[src/rtl/ramp_adc_pkg.sv]
package ramp_adc_pkg;

  // strobes from control to datapath
  typedef struct packed {
    logic clear;  // zero count and result
    logic inc;    // advance the count by one
    logic latch;  // capture the count as the result
  } rampStrobe_t;

  typedef enum logic [1:0] {
    ST_PRIME = 2'd0,
    ST_RUN   = 2'd1,
    ST_HOLD  = 2'd2
  } rampState_t;

endpackage

[src/rtl/ramp_sync.sv]
module ramp_sync #(
  parameter int STAGES = 2
) (
  input  logic clk,
  input  logic rst,
  input  logic dIn,
  output logic dOut
);

  generate
    if (STAGES <= 1) begin : gSingle
      logic stage;
      always_ff @(posedge clk) begin
        if (rst) stage <= 1'b0;
        else     stage <= dIn;
      end
      assign dOut = stage;
    end else begin : gChain
      logic [STAGES-1:0] chain;
      always_ff @(posedge clk) begin
        if (rst) chain <= '0;
        else     chain <= {chain[STAGES-2:0], dIn};
      end
      assign dOut = chain[STAGES-1];
    end
  endgenerate

endmodule

[src/rtl/ramp_ctrl.sv]
module ramp_ctrl
  import ramp_adc_pkg::*;
#(
  parameter int SYNC_STAGES = 2
) (
  input  logic        clk,
  input  logic        rst,
  input  logic        cmpSync,
  input  logic        atMax,
  output rampStrobe_t strb,
  output logic        done
);

  localparam int PW = (SYNC_STAGES < 2) ? 1 : $clog2(SYNC_STAGES);
  localparam logic [PW-1:0] PRIME_LAST = PW'(SYNC_STAGES - 1);

  rampState_t      state;
  logic [PW-1:0]   primeCnt;
  logic            keepGoing;

  assign keepGoing = cmpSync && !atMax;

  always_comb begin
    strb.clear = rst;
    strb.inc   = (state == ST_RUN) && keepGoing;
    strb.latch = (state == ST_RUN) && !keepGoing;
  end

  always_ff @(posedge clk) begin
    if (rst) begin
      state    <= ST_PRIME;
      primeCnt <= '0;
    end else begin
      case (state)
        ST_PRIME: begin
          if (primeCnt == PRIME_LAST) state <= ST_RUN;
          else                        primeCnt <= primeCnt + 1'b1;
        end
        ST_RUN:  if (strb.latch) state <= ST_HOLD;
        ST_HOLD: state <= ST_HOLD;
        default: state <= ST_PRIME;
      endcase
    end
  end

  assign done = (state == ST_HOLD);

endmodule

[src/rtl/ramp_datapath.sv]
module ramp_datapath
  import ramp_adc_pkg::*;
#(
  parameter int W = 8
) (
  input  logic          clk,
  input  rampStrobe_t   strb,
  output logic [W-1:0]  count,
  output logic [W-1:0]  heldRes,
  output logic          atMax
);

  always_ff @(posedge clk) begin
    if (strb.clear) begin
      count   <= '0;
      heldRes <= '0;
    end else begin
      if (strb.inc)   count   <= count + 1'b1;
      if (strb.latch) heldRes <= count;
    end
  end

  assign atMax = &count;

endmodule

[src/rtl/ramp_adc_ctrl.sv]
module ramp_adc_ctrl
  import ramp_adc_pkg::*;
#(
  parameter int W           = 8,
  parameter int SYNC_STAGES = 2
) (
  input  logic         clk,
  input  logic         rst,
  input  logic         cmpAbove,
  output logic [W-1:0] dacCode,
  output logic [W-1:0] result,
  output logic         done
);

  rampStrobe_t strb;
  logic        cmpSync;
  logic        atMax;

  ramp_sync #(.STAGES(SYNC_STAGES)) uSync (
    .clk (clk),
    .rst (rst),
    .dIn (cmpAbove),
    .dOut(cmpSync)
  );

  ramp_ctrl #(.SYNC_STAGES(SYNC_STAGES)) uCtrl (
    .clk    (clk),
    .rst    (rst),
    .cmpSync(cmpSync),
    .atMax  (atMax),
    .strb   (strb),
    .done   (done)
  );

  ramp_datapath #(.W(W)) uPath (
    .clk    (clk),
    .strb   (strb),
    .count  (dacCode),
    .heldRes(result),
    .atMax  (atMax)
  );

endmodule

[config.mk]
export PLATFORM = sky130hd
export DESIGN_NAME = ramp_adc_ctrl
export DESIGN_NICKNAME = d
export VERILOG_FILES = /design/src/rtl/ramp_adc_pkg.sv /design/src/rtl/ramp_sync.sv /design/src/rtl/ramp_ctrl.sv /design/src/rtl/ramp_datapath.sv /design/src/rtl/ramp_adc_ctrl.sv
export SDC_FILE = /design/constraint.sdc
export NUM_CORES = 1
export LEC_CHECK = 0
export BUFFER_PORTS_ARGS = -buffer_cell sky130_fd_sc_hd__buf_2
export CORE_MARGIN = 10
export CORE_UTILIZATION = 35
export DETAILED_ROUTE_END_ITERATION = 8
export GPL_TIMING_DRIVEN = 0
export SKIP_CTS_REPAIR_TIMING = 1
export SLEW_MARGIN = 20
export SYNTH_ARGS = -nofsm -noshare
export SYNTH_HDL_FRONTEND = slang
export SYNTH_SLANG_ARGS = --single-unit
export TNS_END_PERCENT = 30
[constraint.sdc]
create_clock -name clk -period 1.6 [get_ports clk]
set_input_delay 0.08 -clock clk [delete_from_list [all_inputs] [get_ports clk]]
set_output_delay 0.08 -clock clk [all_outputs]
set_load 0.02 [all_outputs]
# --- Word-level counts from Yosys, hierarchy flattened ---
# Cells that the tools add are included.
totals:
  out_inout_bits: 17
  wordCells: 23
  register_bits: 21
op_classes:
  reduce_logical: 8
  n_mux: 4
  eq_ne: 4
  addsub: 2
op_table:
  columns: ["operator", "count"]
  rows:
  - ["adder 8 x 1 -> 8 bit (second input constant)", 1]
  - ["AND reduction 8 bit", 1]
  - ["one-hot mux 2 bit (3 select lines)", 1]
  - ["2-to-1 mux 2 bit", 2]
  - ["logical AND 1 bit", 3]
  - ["equality test 2 x 1 -> 1 bit (second input constant)", 1]
  - ["equality test 2 bit (second input constant)", 1]
  - ["logical NOT 1 bit", 2]
  - ["logical NOT 2 bit", 1]
  - ["inequality test 2 x 1 -> 1 bit (second input constant)", 1]
  - ["inequality test 2 bit (second input constant)", 1]
  - ["AND reduction 2 bit", 1]
  - ["adder 1 bit (second input constant)", 1]
  - ["2-to-1 mux 1 bit", 1]

# --- Logic depth before layout (Yosys ltp) ---
depth:
  word_depth: 7
  mapped_depth: 7
  mapped_depth_nobuf: 6

# --- By module ---
# Synthesis repeated with hierarchy kept, for this count alone.
unflattened:
  hier_cells: 92
  area_unflattened_um2: 895.9
by_module_without_submodules:
  columns: ["module", "seq_area_each_um2", "instances", "area_each_um2", "cells_each"]
  rows:
  - ["ramp_datapath", 320.3, 1, 624.3, 65]
  - ["ramp_ctrl", 60.1, 1, 219.0, 23]
  - ["ramp_sync", 40.0, 1, 52.6, 4]

# --- Worst setup path before layout ---
# No wires, ideal clock.
synth_timing:
  path_type: "register to register"
  from: "register uPath.count[0]"
  to: "register uCtrl.state[0]"
  stages_incl_launch_ff: 6
  setup_ns: 0.072
  arrival_ns: 1.561
  synth_period_minus_slack_ns: 1.632
  slack_ns: -0.032
  cell_sequence: "dfxtp_1 > ha_1 > nand3_2 > o211ai_4 > a21boi_4 > mux2i_1"
synth_between:
  elab_chain_cells: 7
synth_lines:
  columns: ["element", "line", "source"]
  rows:
  - ["start, declared", "ramp_datapath.sv:8", "output logic [W-1:0] count,"]
  - ["start signal, assigned", "ramp_datapath.sv:18", "if (strb.inc) count <= count + 1'b1;"]
  - ["AND reduction 8 bit", "ramp_datapath.sv:23", "assign atMax = &count;"]
  - ["logical NOT 1 bit", "ramp_ctrl.sv:21", "assign keepGoing = cmpSync && !atMax;"]
  - ["logical AND 1 bit", "ramp_ctrl.sv:21", null]
  - ["logical NOT 1 bit", "ramp_ctrl.sv:26", "strb.latch = (state == ST_RUN) && !keepGoing;"]
  - ["logical AND 1 bit", "ramp_ctrl.sv:26", null]
  - ["inequality test 2 bit (no line)", null, null]
  - ["AND reduction 2 bit (no line)", null, null]
  - ["end signal, assigned", "ramp_ctrl.sv:31", "state <= ST_PRIME;"]
  - ["end signal, assigned", "ramp_ctrl.sv:36", "if (primeCnt == PRIME_LAST) state <= ST_RUN;"]
  - ["end signal, assigned", "ramp_ctrl.sv:39", "ST_RUN: if (strb.latch) state <= ST_HOLD;"]
  - ["end, declared", "ramp_ctrl.sv:17", "rampState_t state;"]
# Every way passes these cells.
# A chain may end at the register's enable or synchronous reset.

# --- Final worst setup path ---
layout_timing:
  from: "register uPath.count[0]"
  to: "register uPath.count[7]"
layout_between:
  elab_chain_cells: 4
  elab_cells_between_ends: 5
  classes_between: "1 x add/sub; 4 x reduce/logical"
layout_lines:
  columns: ["element"]
  rows:
  - ["parallel branches: the longest is 4 deep, another holds adder 8 x 1 -> 8 bit"]
# Parallel ways; which one is timed is not known.

==> run summary <==
Post-Syn Instances - 101
Slew Limit Fails - 0
Asr flop ratio synth - 0%
First-pass GRT wire length - 3.650 mm
Post-route setup slack - 0.08182 ns
Cell taking the most area after synthesis - dfxtp_1
DRT Pass-1 Iters - 4
ANT cells - 0
Leading cell type in the layout, fill and taps excluded - buf_2
Post-synth EDFFs - 0
Fillers - 283
DRC Markers - 0
Setup Viol. Count Final - 0
Setup crit start - uPath.count[0]
Req. time, crit path - 1.84 ns
Status - finished, violations left
Number of cell rows - 19
R2R depth - 5
Post-Synth XOR/XNOR Area - 3.461%
Post-synthesis register bit count - 21
Routed wire length - 2.220 mm
Ys flop type - dfxtp_1
Gr usage total - 8.428%
Clk sink count - 21
Vias - 830
WP data arrival - 1.76 ns
Final Hold Fails - 1
PortBufs - 19
Worst slack at placement - -0.01740 ns
Footprint of the multi-input gates - 588.1 sq um
Worst slew margin - 77.04%
Period Utilization, post-route - 94.89%
Clock transition at path regs - 0.11 ns
Area fraction in compound gates after synthesis - 12.11%
Vias per cell - 5.253
Synth Area in Adders - 6.180%
GR Overflow Total - 0
Leakage - 0.5237 nW
Commonest cells after routing, fill and taps aside - 19 x buf_2, 15 x dfxtp_1, 13 x nand2b_1, 7 x nor2_1, 7 x o21ai_0
Clock buffer count from CTS - 3
Worst Setup End Kind - register
Slew at the pin closest to its max-slew limit - 0.3445 ns
Area growth syn-to-layout - 23.12%
CTS tree - built
Setup_tns - 0 ns
Type of the worst setup path - register to register
Root Buffer - clkbuf_4
Startpoint type of the worst setup path - register
Worst-Skew Late Latency - 0.29 ns
Die width - 73.78 um
R2r startpoint - uPath.count[0]
Max Cap Viol - 0
Multiplexer share of the synthesized area - 4.944%
RSZ-0062 raised after global routing - false
DRT iter0 DRCs - 16
Chip height - 73.78 um
GPL Wtd Cong - 0.7330
Post-Synth Simple-Gate Area - 27.69%
I/O pins - 20
Seq/Total Area, Yosys - 41.53%
Largest fanout on the critical path - 7
Pwr Total - 1.194 mW
Warnings, synthesis - 0
Largest family of logic cells by synthesized area - simple AND/OR/NAND/NOR gates
Layout cell share with drive strength beyond 1 - 33.86%
Starting Density - 36.71%
Minimum clock period - 1.518 ns
Antenna violations before repair - 0
Max Fclk - 0.6587 GHz
VDD IR max - 0.0005689 V
Mapped Nets - 109
Nets - 136
Cells after DPL - 151
CTS max path bufs - 2
Hold Slack - -0.01256 ns
PD cells - 958.3 nW/um^2
Largest net degree at the start of global routing - 12
Syn Std Cell Area - 1012 sq um
DP HPWL - 1.650 mm
Hold depth - 2
Htree depth - 1
Worst hold-check path type - primary input to register
Die area - 5443 sq um
Finished Layout Cells - 158
Sequential Area - 432.9 sq um
Vias in the first global route - 801
Setup Skew - 0.002367 ns
Syn Area/Cell - 10.02 sq um
Yosys cell types - 30
Hold Crit Start - cmpAbove
Core outline area - 2758 sq um
Violations in the final reports - hold timing
Largest cells by area after synthesis - dfxtp_1 42%, nand2b_1 8.0%, ha_1 6.2%
DRT antenna net count - 0
Synth top area share - 41.53%
Drt wl/cell - 14.05 um
## layer usage
layer	global-route usage [%]	vias up	part of all wire [%]
li1	-	410	-
met1	9.561	401	42
met2	13.73	15	51
met3	2.692	4	5.0
met4	4.348	0	1.6
met5	0	-	0
## final cells by class
| cell class | count | share of cell area [%] |
|---|---|---|
| multi-input cells | 72 | 47.19 |
| flip-flops and latches | 21 | 34.74 |
| repair buffers | 22 | 9.438 |
| well taps | 31 | 3.112 |
| plain buffers | 5 | 2.510 |
| clock buffers | 4 | 2.108 |
| inverters | 3 | 0.9036 |
## synthesized netlist by cell type, drive strengths merged (2+ instances only)
cell type / count
nand4b: 6
o31ai: 2
nor2: 7
nand2b: 13
mux2i: 5
buf: 2
nor2b: 2
xor2: 4
a21oi: 3
or4: 2
dfxtp: 21
o21ai: 8
nand3: 3
clkbuf: 3
inv: 3
nand4: 3
ha: 5
## state kept, by name, summed over array words and instances, names as in the netlist
register            cells
uCtrl.state             2
uCtrl.primeCnt          1
uPath.count             8
uPath.heldRes           8
uSync.gChain.chain      2
## logic make-up (layout without fill, tap and decap cells)
group / after synthesis / count (layout)
fa+ha+maj: 5 / 5
mux: 5 / 5
xor+xnor: 4 / 4
buf+inv: 8 / 34
compound gates: 16 / 16
flops: 21 / 21
simple gates: 42 / 42
## per-stage QoR
stage	instance area, sq um	util (%)	hold slack [ns]
floorplan	1015	-	0.2082
CTS	1175	42.60	-0.01421
detailed placement	1149	41.65	0.3055
global placement	1149	41.65	0.2954
global route	1246	45.19	0.001247
finish	1246	45.19	-0.01256
## final timing paths
path	to	slack (ns)
worst min register to register	uSync.gChain.chain[1]	0.45
worst max register to register	uPath.count[7]	0.08
worst max-delay path	uPath.count[7]	0.08
worst min-delay path	uSync.gChain.chain[0]	-0.01
## critical path, cell delays in order (launching register included)
cell	delay, ns
dfxtp_4	0.38
ha_4	0.17
nand3_4	0.11
o211ai_4	0.12
or4_4	0.54
a21oi_2	0.14
## where the power goes
part           internal, mW  switching [mW]
sequential            0.557          0.0306
combinational         0.156           0.204
clock                0.0970           0.150
total                 0.810           0.385
No activity file was read; power rests on OpenSTA's default activity.
